<file path="src/rtl/span_timer_pkg.sv">
`timescale 1ns/1ps
package span_timer_pkg;
  // Classification of a start command in the current cycle
  typedef enum logic [1:0] {
    CMD_NONE = 2'd0,
    CMD_TAKE = 2'd1,
    CMD_BUSY = 2'd2,
    CMD_ZERO = 2'd3
  } cmd_e;
endpackage

</file>
<file path="src/rtl/span_timer_gate.sv">
`timescale 1ns/1ps
module span_timer_gate
  import span_timer_pkg::*;
#(
  parameter int CNT_W = 16
) (
  input  logic             rst,
  input  logic             start_i,
  input  logic [CNT_W-1:0] dur_i,
  input  logic             busy,
  output cmd_e             cmd,
  output logic             take,
  output logic             take_one
);
  localparam logic [CNT_W-1:0] DUR_ZERO = '0;
  localparam logic [CNT_W-1:0] DUR_ONE  = CNT_W'(1);

  always_comb begin
    if (rst || !start_i)      cmd = CMD_NONE;
    else if (busy)            cmd = CMD_BUSY;  // busy outranks zero duration
    else if (dur_i == DUR_ZERO) cmd = CMD_ZERO;
    else                      cmd = CMD_TAKE;
  end

  assign take     = (cmd == CMD_TAKE);
  assign take_one = take && (dur_i == DUR_ONE);
endmodule

</file>
<file path="src/rtl/span_timer_count.sv">
`timescale 1ns/1ps
module span_timer_count #(
  parameter int CNT_W = 16
) (
  input  logic             clk,
  input  logic             rst,
  input  logic             take,
  input  logic [CNT_W-1:0] dur_i,
  output logic             busy,
  output logic             warn_q,
  output logic             done_q
);
  localparam logic [CNT_W-1:0] ONE  = CNT_W'(1);
  localparam logic [CNT_W-1:0] TWO  = CNT_W'(2);
  localparam logic [CNT_W-1:0] ZERO = '0;

  logic [CNT_W-1:0] rem_q;   // cycles left until the expiry cycle

  always_ff @(posedge clk) begin
    if (rst) begin
      rem_q  <= ZERO;
      busy   <= 1'b0;
      warn_q <= 1'b0;
      done_q <= 1'b0;
    end else if (take) begin
      rem_q  <= dur_i - ONE;
      busy   <= 1'b1;
      warn_q <= (dur_i == TWO);
      done_q <= (dur_i == ONE);
    end else begin
      if (busy && rem_q != ZERO) rem_q <= rem_q - ONE;
      busy   <= busy && !done_q;
      warn_q <= busy && (rem_q == TWO);
      done_q <= busy && (rem_q == ONE);
    end
  end
endmodule

</file>
<file path="src/rtl/span_timer_flags.sv">
`timescale 1ns/1ps
module span_timer_flags
  import span_timer_pkg::*;
(
  input  logic clk,
  input  logic rst,
  input  cmd_e cmd,
  output logic err_busy,
  output logic err_zero
);
  always_ff @(posedge clk) begin
    if (rst) begin
      err_busy <= 1'b0;
      err_zero <= 1'b0;
    end else begin
      if (cmd == CMD_BUSY) err_busy <= 1'b1;
      if (cmd == CMD_ZERO) err_zero <= 1'b1;
    end
  end
endmodule

</file>
<file path="src/rtl/span_timer.sv">
`timescale 1ns/1ps
module span_timer
  import span_timer_pkg::*;
#(
  parameter int CNT_W = 16
) (
  input  logic             clk,
  input  logic             rst,
  input  logic             start_i,
  input  logic [CNT_W-1:0] dur_i,
  output logic             busy_o,
  output logic             warn_o,
  output logic             done_o,
  output logic             err_busy_o,
  output logic             err_zero_o
);
  cmd_e cmd;
  logic take, take_one, busy, warn_q, done_q;

  span_timer_gate #(.CNT_W(CNT_W)) u_gate (
    .rst(rst), .start_i(start_i), .dur_i(dur_i), .busy(busy),
    .cmd(cmd), .take(take), .take_one(take_one)
  );

  span_timer_count #(.CNT_W(CNT_W)) u_count (
    .clk(clk), .rst(rst), .take(take), .dur_i(dur_i),
    .busy(busy), .warn_q(warn_q), .done_q(done_q)
  );

  span_timer_flags u_flags (
    .clk(clk), .rst(rst), .cmd(cmd),
    .err_busy(err_busy_o), .err_zero(err_zero_o)
  );

  assign busy_o = busy;
  assign done_o = done_q;
  // a one-cycle duration warns in its own start cycle
  assign warn_o = warn_q | take_one;
endmodule

</file>
<file path="config.mk">
export PLATFORM = sky130hd
export DESIGN_NAME = span_timer
export DESIGN_NICKNAME = d
export VERILOG_FILES = /design/src/rtl/span_timer_pkg.sv /design/src/rtl/span_timer_gate.sv /design/src/rtl/span_timer_count.sv /design/src/rtl/span_timer_flags.sv /design/src/rtl/span_timer.sv
export SDC_FILE = /design/constraint.sdc
export NUM_CORES = 1
export LEC_CHECK = 0
export BUFFER_PORTS_ARGS = -buffer_cell sky130_fd_sc_hd__buf_4
export CAP_MARGIN = 10
export CORE_UTILIZATION = 45
export DETAILED_ROUTE_END_ITERATION = 8
export GPL_ROUTABILITY_DRIVEN = 1
export PLACE_DENSITY_LB_ADDON = 0.12
export SLEW_MARGIN = 40
export SYNTH_ARGS = -nofsm -noshare
export SYNTH_HDL_FRONTEND = slang
export SYNTH_SLANG_ARGS = --single-unit
</file>
<file path="constraint.sdc">
create_clock -name clk -period 4.2 [get_ports clk]
set_clock_uncertainty 0.05 [all_clocks]
set_input_delay 0.84 -clock clk [delete_from_list [all_inputs] [get_ports clk]]
set_output_delay 0.84 -clock clk [all_outputs]
set_load 0.01 [all_outputs]
</file>
==> results.cfg, run 1 <==
[clock_network]
cts_sinks = 21
clk_latency_ns = 0.31
cts-root-buf = clkbuf_4
cts_resized = 0
path_clk_slew_ns = 0.12
cts_buffers = 3
clk_path_buf_depth = 2
hold_buffers = 0
cts_setup_buffers = 0
tritoncts = done
htree_levels = 1

[detailed_routing]
firstDrtPassIters = 4
wirelength_um = 3500
drc = 0
route.vias.total = 1433
vias_per_cell = 5.66
routedWlPerCell_um = 13.8
drtAntennaViolNets = 0
drt_iter0_drc = 54

[power]
internal_power_mw = 0.353
power.leakage_nw = 0.646
p_seq_share_pct = 44.8
power_density_nw_per_um2 = 315
power_frac_clock_pct = 17.8
pwr-share-comb_pct = 37.4
peakVddDrop_v = 0.000105
p_sw_share_pct = 37.3
p_switching_mw = 0.210

[placed_design]
pre_cts_ws_ns = 0.469
dp_hpwl_um = 2780
place_congestion = 0.818
numPortBuffers = 23

[critical_path]
start_kind = primary input
reg2reg_depth = 7
crit_path_frequent_cell = buf_4
crit_family = simple AND/OR/NAND/NOR gates
r2r_slack_ns = 1.90
required_ns = 3.31
cp-end-kind = output port
timing.rr.start = u_count.rem_q[0]
regToRegEndpoint = u_count.rem_q[12]
critPathKind = primary input to output port
path_buf_inv = 2
cp_data_arrival_time_ns = 2.85
cp_slowest_cell = or4_1
max_stage_delay_ns = 0.67
critPathMaxFanout = 5
crit_chain = buf_4 > or4_4 > or4_1 > nor4_1 > nand2_1 > nand2b_1 > buf_4

[cells_and_area]
drive_gt1_share_pct = 20.6
synthToLayoutAreaGrowth_pct = 14.6
nets = 236
num_antenna_cells = 0

[global_route]
grt-ovfl-total = 0
grt_usage_pct = 21.7
grt_pass1_wl_um = 5980
grt_pass1_vias = 1341
antenna_found_initial = 0
grt_max_degree = 26

[sta]
setup_tns_ns = 0
max_clock_freq_ghz = 0.267
worst_slack_ns = 0.459
finalSetupViolCount = 0
worstMarginPinSlew_ns = 0.688
finalHoldViolCount = 0
rsz0062_at_grt = false
slew_headroom_pct = 53.7
period_needed_ns = 3.74
slew_viol_final = 0
fin_crit_sh_pct = 89.1

[synth]
syn_area_sq_um = 1560
synth-seq-cells = 21
synth_nets = 214
synth_edf_count = 0
yosysUniqueCellTypes = 45
syn_inst = 188
ys_seq_area_share_pct = 27.0
yosysWarnings = 0
synth_flop_cell = dfxtp_1
syn_area_per_cell_sq_um = 8.29
async_flop_share_pct = 0

[floorplan]
core_sq_um = 3180
rows = 20
io_pins = 24
die_h_um = 60.8
die_w_um = 60.8
start_util_pct = 49.0
dieArea_sq_um = 3700

[min_path]
hold_path_class = flip-flop to flip-flop
holdPathStages = 1
hold_end = u_count.busy
min_from = u_count.done_q

[outcome]
run_status = completed

[flow_run]
cap_viol_max_count = 0
==> cells by family after synthesis <==
kind of cell / after synthesis / synth area share (%)
adders and majority gates: 7 / 5.62
and+or+nand+nor: 92 / 31.8
xor gates and xnor gates: 18 / 10.1
AOI/OAI and AO/OA: 34 / 19.0
buffers and inverters: 13 / 4.42
muxes: 3 / 2.01
DFF: 21 / 27.0
==> layout make-up <==
class	instances	area [sq um]
Clock buffer	4	26.3
Fill cell	316	1390
Inverter	6	22.5
Multi-Input combinational cell	154	1080
Sequential cell	21	420
Tap cell	44	55.1
Timing Repair Buffer	24	180
==> power by group through the flow <==
stage | sequential [mW] | clock (mW) | combinational, mW
floorplan | 0.248 | 0 | 0.156
global placement | 0.253 | 0 | 0.202
detailed placement | 0.256 | 0 | 0.208
CTS | 0.251 | 0.102 | 0.210
global route | 0.257 | 0.113 | 0.235
finish | 0.252 | 0.0999 | 0.210
==> synth_stat cells (5+ instances only) <==
library cell / count / area, sq um
nor2_1: 24 / 90.1
dfxtp_1: 21 / 420
nand2_1: 13 / 48.8
nor3_1: 12 / 60.1
xnor2_1: 10 / 87.6
a211oi_2: 9 / 113
nor4_1: 9 / 56.3
xor2_1: 8 / 70.1
ha_1: 7 / 87.6
inv_1: 6 / 22.5
or4_1: 6 / 45.0
nand4_1: 5 / 31.3
o21ai_0: 5 / 25.0
==> placed cells by master (no fill, tap or decap), drive strengths merged, types with 3 or more instances in the layout <==
cell    count
dfxtp      21
o21ai       5
a21oi       4
nor2       24
a211oi     10
ha          7
nand3b      4
buf        24
inv         6
nor3       13
nor4        9
nand3       4
nand4       5
or4         7
xor2        8
nand2b      3
clkbuf      4
nand2      13
xnor2      10
==> worst max-delay path by stage <==
stage,startpoint,endpoint,slack [ns],depth (start not counted)
after CTS,dur_i[10],warn_o,0.46,7
after global routing,dur_i[10],warn_o,0.32,7
after global placement,dur_i[10],warn_o,0.49,7
after detailed placement,dur_i[10],warn_o,0.47,7
final,dur_i[10],warn_o,0.46,7
after floorplan,dur_i[10],warn_o,0.79,6
==> stage by stage <==
| step | instance area, sq um | power, mW | cells | utilization (%) | hold WS, ns |
|---|---|---|---|---|---|
| final | 1790 | 0.563 | 253 | 56.2 | 0.407 |
| after global routing | 1790 | 0.605 | 253 | 56.2 | 0.438 |
| after detailed placement | 1750 | 0.464 | 249 | 55.2 | 0.388 |
| after floorplan | 1560 | 0.404 | 188 | - | 0.429 |
| after global placement | 1750 | 0.455 | 249 | 55.0 | 0.391 |
| after CTS | 1780 | 0.563 | 253 | 56.0 | 0.405 |
==> registers in the layout, indices dropped and copies added (netlist names) <==
signal / cells
u_count.rem_q: 16
u_count.busy: 1
u_count.done_q: 1
u_count.warn_q: 1
u_flags.err_busy: 1
u_flags.err_zero: 1
==> layer usage <==
metal,track usage (%),routed length [um],vias to the layer above
met5,0,0,-
met4,8.77,66,0
met3,2.99,106,7
met2,35.6,1600,33
met1,28.6,1720,657
li1,-,-,736
No activity file was read; power rests on OpenSTA's default activity.
==> run 2, diff against run 1 <==
Settings changed: PLACE_DENSITY_LB_ADDON 0.12 to 0.08.
==> run 2 against run 1 <==
Effect of this change: final area grew 0.49%; flip-flop and latch count is the same; global-route usage grew 0.81 points; die area is the same; register-to-register slack lost 0.05 ns; largest power group unchanged; cell count grew 0.40%; first-iteration DRC count grew 9.3%; total power grew 0.56%; combinational power is essentially flat; wire length grew 0.46%; worst setup slack lost 0.023 ns; clock power is essentially flat.
==> results.cfg, run 2 (synthesis gave the netlist of run 1 again) <==
[global_route]
grt_pass1_vias = 1369
grt-ovfl-total = 0
grt_pass1_wl_um = 6190
grt_usage_pct = 22.5
grt_max_degree = 24
antenna_found_initial = 0

[floorplan]
dieArea_sq_um = 3700
die_w_um = 60.8
die_h_um = 60.8
core_sq_um = 3180
io_pins = 24
start_util_pct = 49.0
rows = 20

[critical_path]
critPathKind = primary input to output port
crit_path_end = warn_o
cp-end-kind = output port
r2r_slack_ns = 1.85
startpoint = dur_i[10]
cp_data_arrival_time_ns = 2.87
critPathMaxFanout = 5
cp_slowest_cell = or4_1
required_ns = 3.31
crit_cells = 7
start_kind = primary input
crit_path_frequent_cell = buf_4
reg2reg_depth = 7
timing.rr.start = u_count.rem_q[0]
regToRegEndpoint = u_count.rem_q[12]
crit_chain = buf_4 > or4_4 > or4_1 > nor4_1 > nand2_1 > nand2b_1 > buf_4
path_buf_inv = 2
max_stage_delay_ns = 0.66
crit_family = simple AND/OR/NAND/NOR gates

[sta]
rsz0062_at_grt = false
slew_headroom_pct = 53.3
finalHoldViolCount = 0
hold_ws_ns = 0.416
period_needed_ns = 3.76
finalSetupViolCount = 0
worstMarginPinSlew_ns = 0.694
slew_viol_final = 0
fin_crit_sh_pct = 89.6
setup_tns_ns = 0
worst_slack_ns = 0.435
max_clock_freq_ghz = 0.266

[detailed_routing]
firstDrtPassIters = 4
drtAntennaViolNets = 0
route.vias.total = 1427
drc = 0
vias_per_cell = 5.62
drt_iter0_drc = 59
routedWlPerCell_um = 13.8
wirelength_um = 3520

[placed_design]
dp_hpwl_um = 2800
numPortBuffers = 23
pre_cts_ws_ns = 0.477
numPlacedInstances = 250
place_congestion = 0.851
placed_area_sq_um = 1760

[cells_and_area]
largest_reg_flops = 16
regArea_sq_um = 420
top_register = u_count.rem_q
multi_input_area_sq_um = 1080
final_area_sq_um = 1790
nets = 237
instances_no_fill = 254
drive_gt1_share_pct = 21.4
nFillCells = 315
num_antenna_cells = 0
layout_common_cells = 25 x buf_4, 24 x nor2_1, 21 x dfxtp_1, 13 x nand2_1, 12 x nor3_1
layout_commonest_cell = buf_4
synthToLayoutAreaGrowth_pct = 15.2

[clock_network]
clk_latency_ns = 0.31
tritoncts = done
cts-root-buf = clkbuf_4
cts_resized = 0
cts_buffers = 3
hold_buffers = 0
htree_levels = 1
path_clk_slew_ns = 0.12
cts_sinks = 21
cts_setup_buffers = 0
clk_path_buf_depth = 2

[power]
power.leakage_nw = 0.653
power_density_nw_per_um2 = 315
peakVddDrop_v = 0.0000958

[min_path]
hold_path_class = flip-flop to flip-flop
min_from = u_count.done_q

[outcome]
run_status = completed

[flow_run]
cap_viol_max_count = 0
-- run 2: cell count changes in the layout (fill, tap and decap cells not counted), sizes merged --
cell	delta
buf	+1
clkinv	+1
clkbuf	-1
-- run 2: how the worst min path moves through the flow --
stage	endpoint	cells after the start
after detailed placement	u_count.busy	1
after global routing	u_count.busy	1
after floorplan	u_count.busy	1
after global placement	u_count.busy	1
final	u_count.busy	1
after CTS	u_count.busy	1
-- run 2: through the flow --
stage / power [mW] / util [%]
detailed placement: 0.467 / 55.4
finish: 0.566 / 56.5
global placement: 0.457 / 55.2
floorplan: 0.404 / -
global route: 0.608 / 56.5
CTS: 0.566 / 56.3
-- run 2: layout make-up --
cell class | count | area share, %
clock buffers | 3 | 1.26
clock inverters | 1 | 0.279
inverters | 6 | 1.26
multi-input cells | 154 | 60.3
flip-flops and latches | 21 | 23.4
well taps | 44 | 3.07
repair buffers | 25 | 10.5
-- run 2: report_power, final --
part	total, mW	switching, mW	internal [mW]
Clock	0.101	0.0649	0.0356
Sequential	0.252	0.0282	0.223
Combinational	0.213	0.120	0.0932
-- run 2: metal layers --
| metal | track usage [%] | up-vias | routed length, um |
|---|---|---|---|
| li1 | - | 741 | - |
| met4 | 8.12 | 0 | 53 |
| met2 | 35.6 | 32 | 1540 |
| met5 | 0 | - | 0 |
| met1 | 32.3 | 649 | 1800 |
| met3 | 1.28 | 5 | 126 |
==> run 3, diff against run 2 <==
Settings changed: MAX_ROUTING_LAYER set to met4, REMOVE_ABC_BUFFERS set to 1.
==> run 3 against run 2 <==
Effect of this change: non-clock buffer count unchanged; sequential share of layout area up 0.098 points; final area down 0.42%; worst hold slack worse by 0.023 ns; critical path depth unchanged; utilization down 0.24 points; cell count unchanged; worst setup slack better by 0.021 ns; combinational power about the same; highest routed layer unchanged; count of clock-buffer cells in the layout up 1; via count up 0.56%.
==> results.cfg, run 3 (synthesis gave the netlist of run 1 again) <==
[power]
power.leakage_nw = 0.650
pwr-share-comb_pct = 38.1
p_sw_share_pct = 37.2
p_seq_share_pct = 44.8
internal_power_mw = 0.352
power_density_nw_per_um2 = 314
p_switching_mw = 0.209
power_mw = 0.561
power_frac_clock_pct = 17.1
peakVddDrop_v = 0.000112

[detailed_routing]
drc = 0
drtAntennaViolNets = 0
vias_per_cell = 5.65
route.vias.total = 1435
firstDrtPassIters = 4
routedWlPerCell_um = 14.0
drt_iter0_drc = 86
wirelength_um = 3570

[cells_and_area]
nets = 237
drive_gt1_share_pct = 20.5
instances_no_fill = 254
num_antenna_cells = 0
layout_common_cells = 25 x buf_4, 24 x nor2_1, 21 x dfxtp_1, 13 x nand2_1, 12 x nor3_1
top_register = u_count.rem_q
multi_input_area_sq_um = 1070
final_area_sq_um = 1790
nFillCells = 326
layout_commonest_cell = buf_4
utilization_pct = 56.2
synthToLayoutAreaGrowth_pct = 14.7
regArea_sq_um = 420
largest_reg_flops = 16

[floorplan]
io_pins = 24
dieArea_sq_um = 3700
start_util_pct = 49.0
die_h_um = 60.8
core_sq_um = 3180
die_w_um = 60.8
rows = 20

[outcome]
run_status = completed

[critical_path]
required_ns = 3.31
timing.rr.start = u_count.rem_q[0]
cp_data_arrival_time_ns = 2.85
start_kind = primary input
critPathKind = primary input to output port
critPathMaxFanout = 5
cp-end-kind = output port
startpoint = dur_i[10]

[global_route]
grt_usage_pct = 22.3
grt-ovfl-total = 0
grt_pass1_wl_um = 5920
antenna_found_initial = 0
grt_pass1_vias = 1294
grt_max_degree = 24

[placed_design]
numPlacedInstances = 250
placed_area_sq_um = 1760
pre_cts_ws_ns = 0.457
numPortBuffers = 23
dp_hpwl_um = 2840
place_congestion = 0.866

[min_path]
min_from = u_count.done_q
hold_path_class = flip-flop to flip-flop

[clock_network]
cts_setup_buffers = 0
cts_resized = 0
cts_buffers = 3
path_clk_slew_ns = 0.11
hold_buffers = 0
htree_levels = 1
cts_sinks = 21
clk_path_buf_depth = 2
cts-root-buf = clkbuf_4
tritoncts = done
clk_latency_ns = 0.30

[sta]
fin_crit_sh_pct = 89.1
setup_tns_ns = 0
worst_slack_ns = 0.456
max_clock_freq_ghz = 0.267
hold_ws_ns = 0.393
finalHoldViolCount = 0
slew_viol_final = 0
period_needed_ns = 3.74
rsz0062_at_grt = false
worstMarginPinSlew_ns = 0.803
slew_headroom_pct = 45.8
finalSetupViolCount = 0

[flow_run]
cap_viol_max_count = 0
run 3: layer usage:
| layer | track usage [%] | up-vias | wire (um) | share of wire, % |
|---|---|---|---|---|
| met1 | 31.9 | 654 | 1830 | 51 |
| met3 | 1.49 | 8 | 70 | 2.0 |
| met5 | - | - | 0 | 0 |
| li1 | - | 742 | - | - |
| met2 | 32.3 | 31 | 1600 | 45 |
| met4 | 9.42 | 0 | 72 | 2.0 |
run 3: cell type report:
type                            count  area share [%]
Inverter                            6            1.26
Clock buffer                        4            1.47
Sequential cell                    21            23.5
Tap cell                           44            3.08
Multi-Input combinational cell    154            60.2
Timing Repair Buffer               25            10.5
run 3: power groups by stage:
stage	registers [mW]	clock network, mW	logic [mW]
after global routing	0.255	0.110	0.237
after CTS	0.251	0.101	0.212
after detailed placement	0.255	0	0.211
after global placement	0.253	0	0.205
after floorplan	0.249	0	0.147
final	0.251	0.0959	0.214
run 3: worst paths after layout:
path                             to  slack, ns  cells after the start
setup / recovery             warn_o       0.46                      7
hold reg to reg        u_count.busy       0.39                      1
setup reg to reg  u_count.rem_q[12]       1.65                      7
hold / removal         u_count.busy       0.39                      1
run 3: critical path, stage by stage:
cell and delay, ns:
buf_4 0.12, or4_4 0.54, or4_1 0.65, nor4_1 0.36, nand2_1 0.13, nand2b_1 0.09
buf_4 0.11
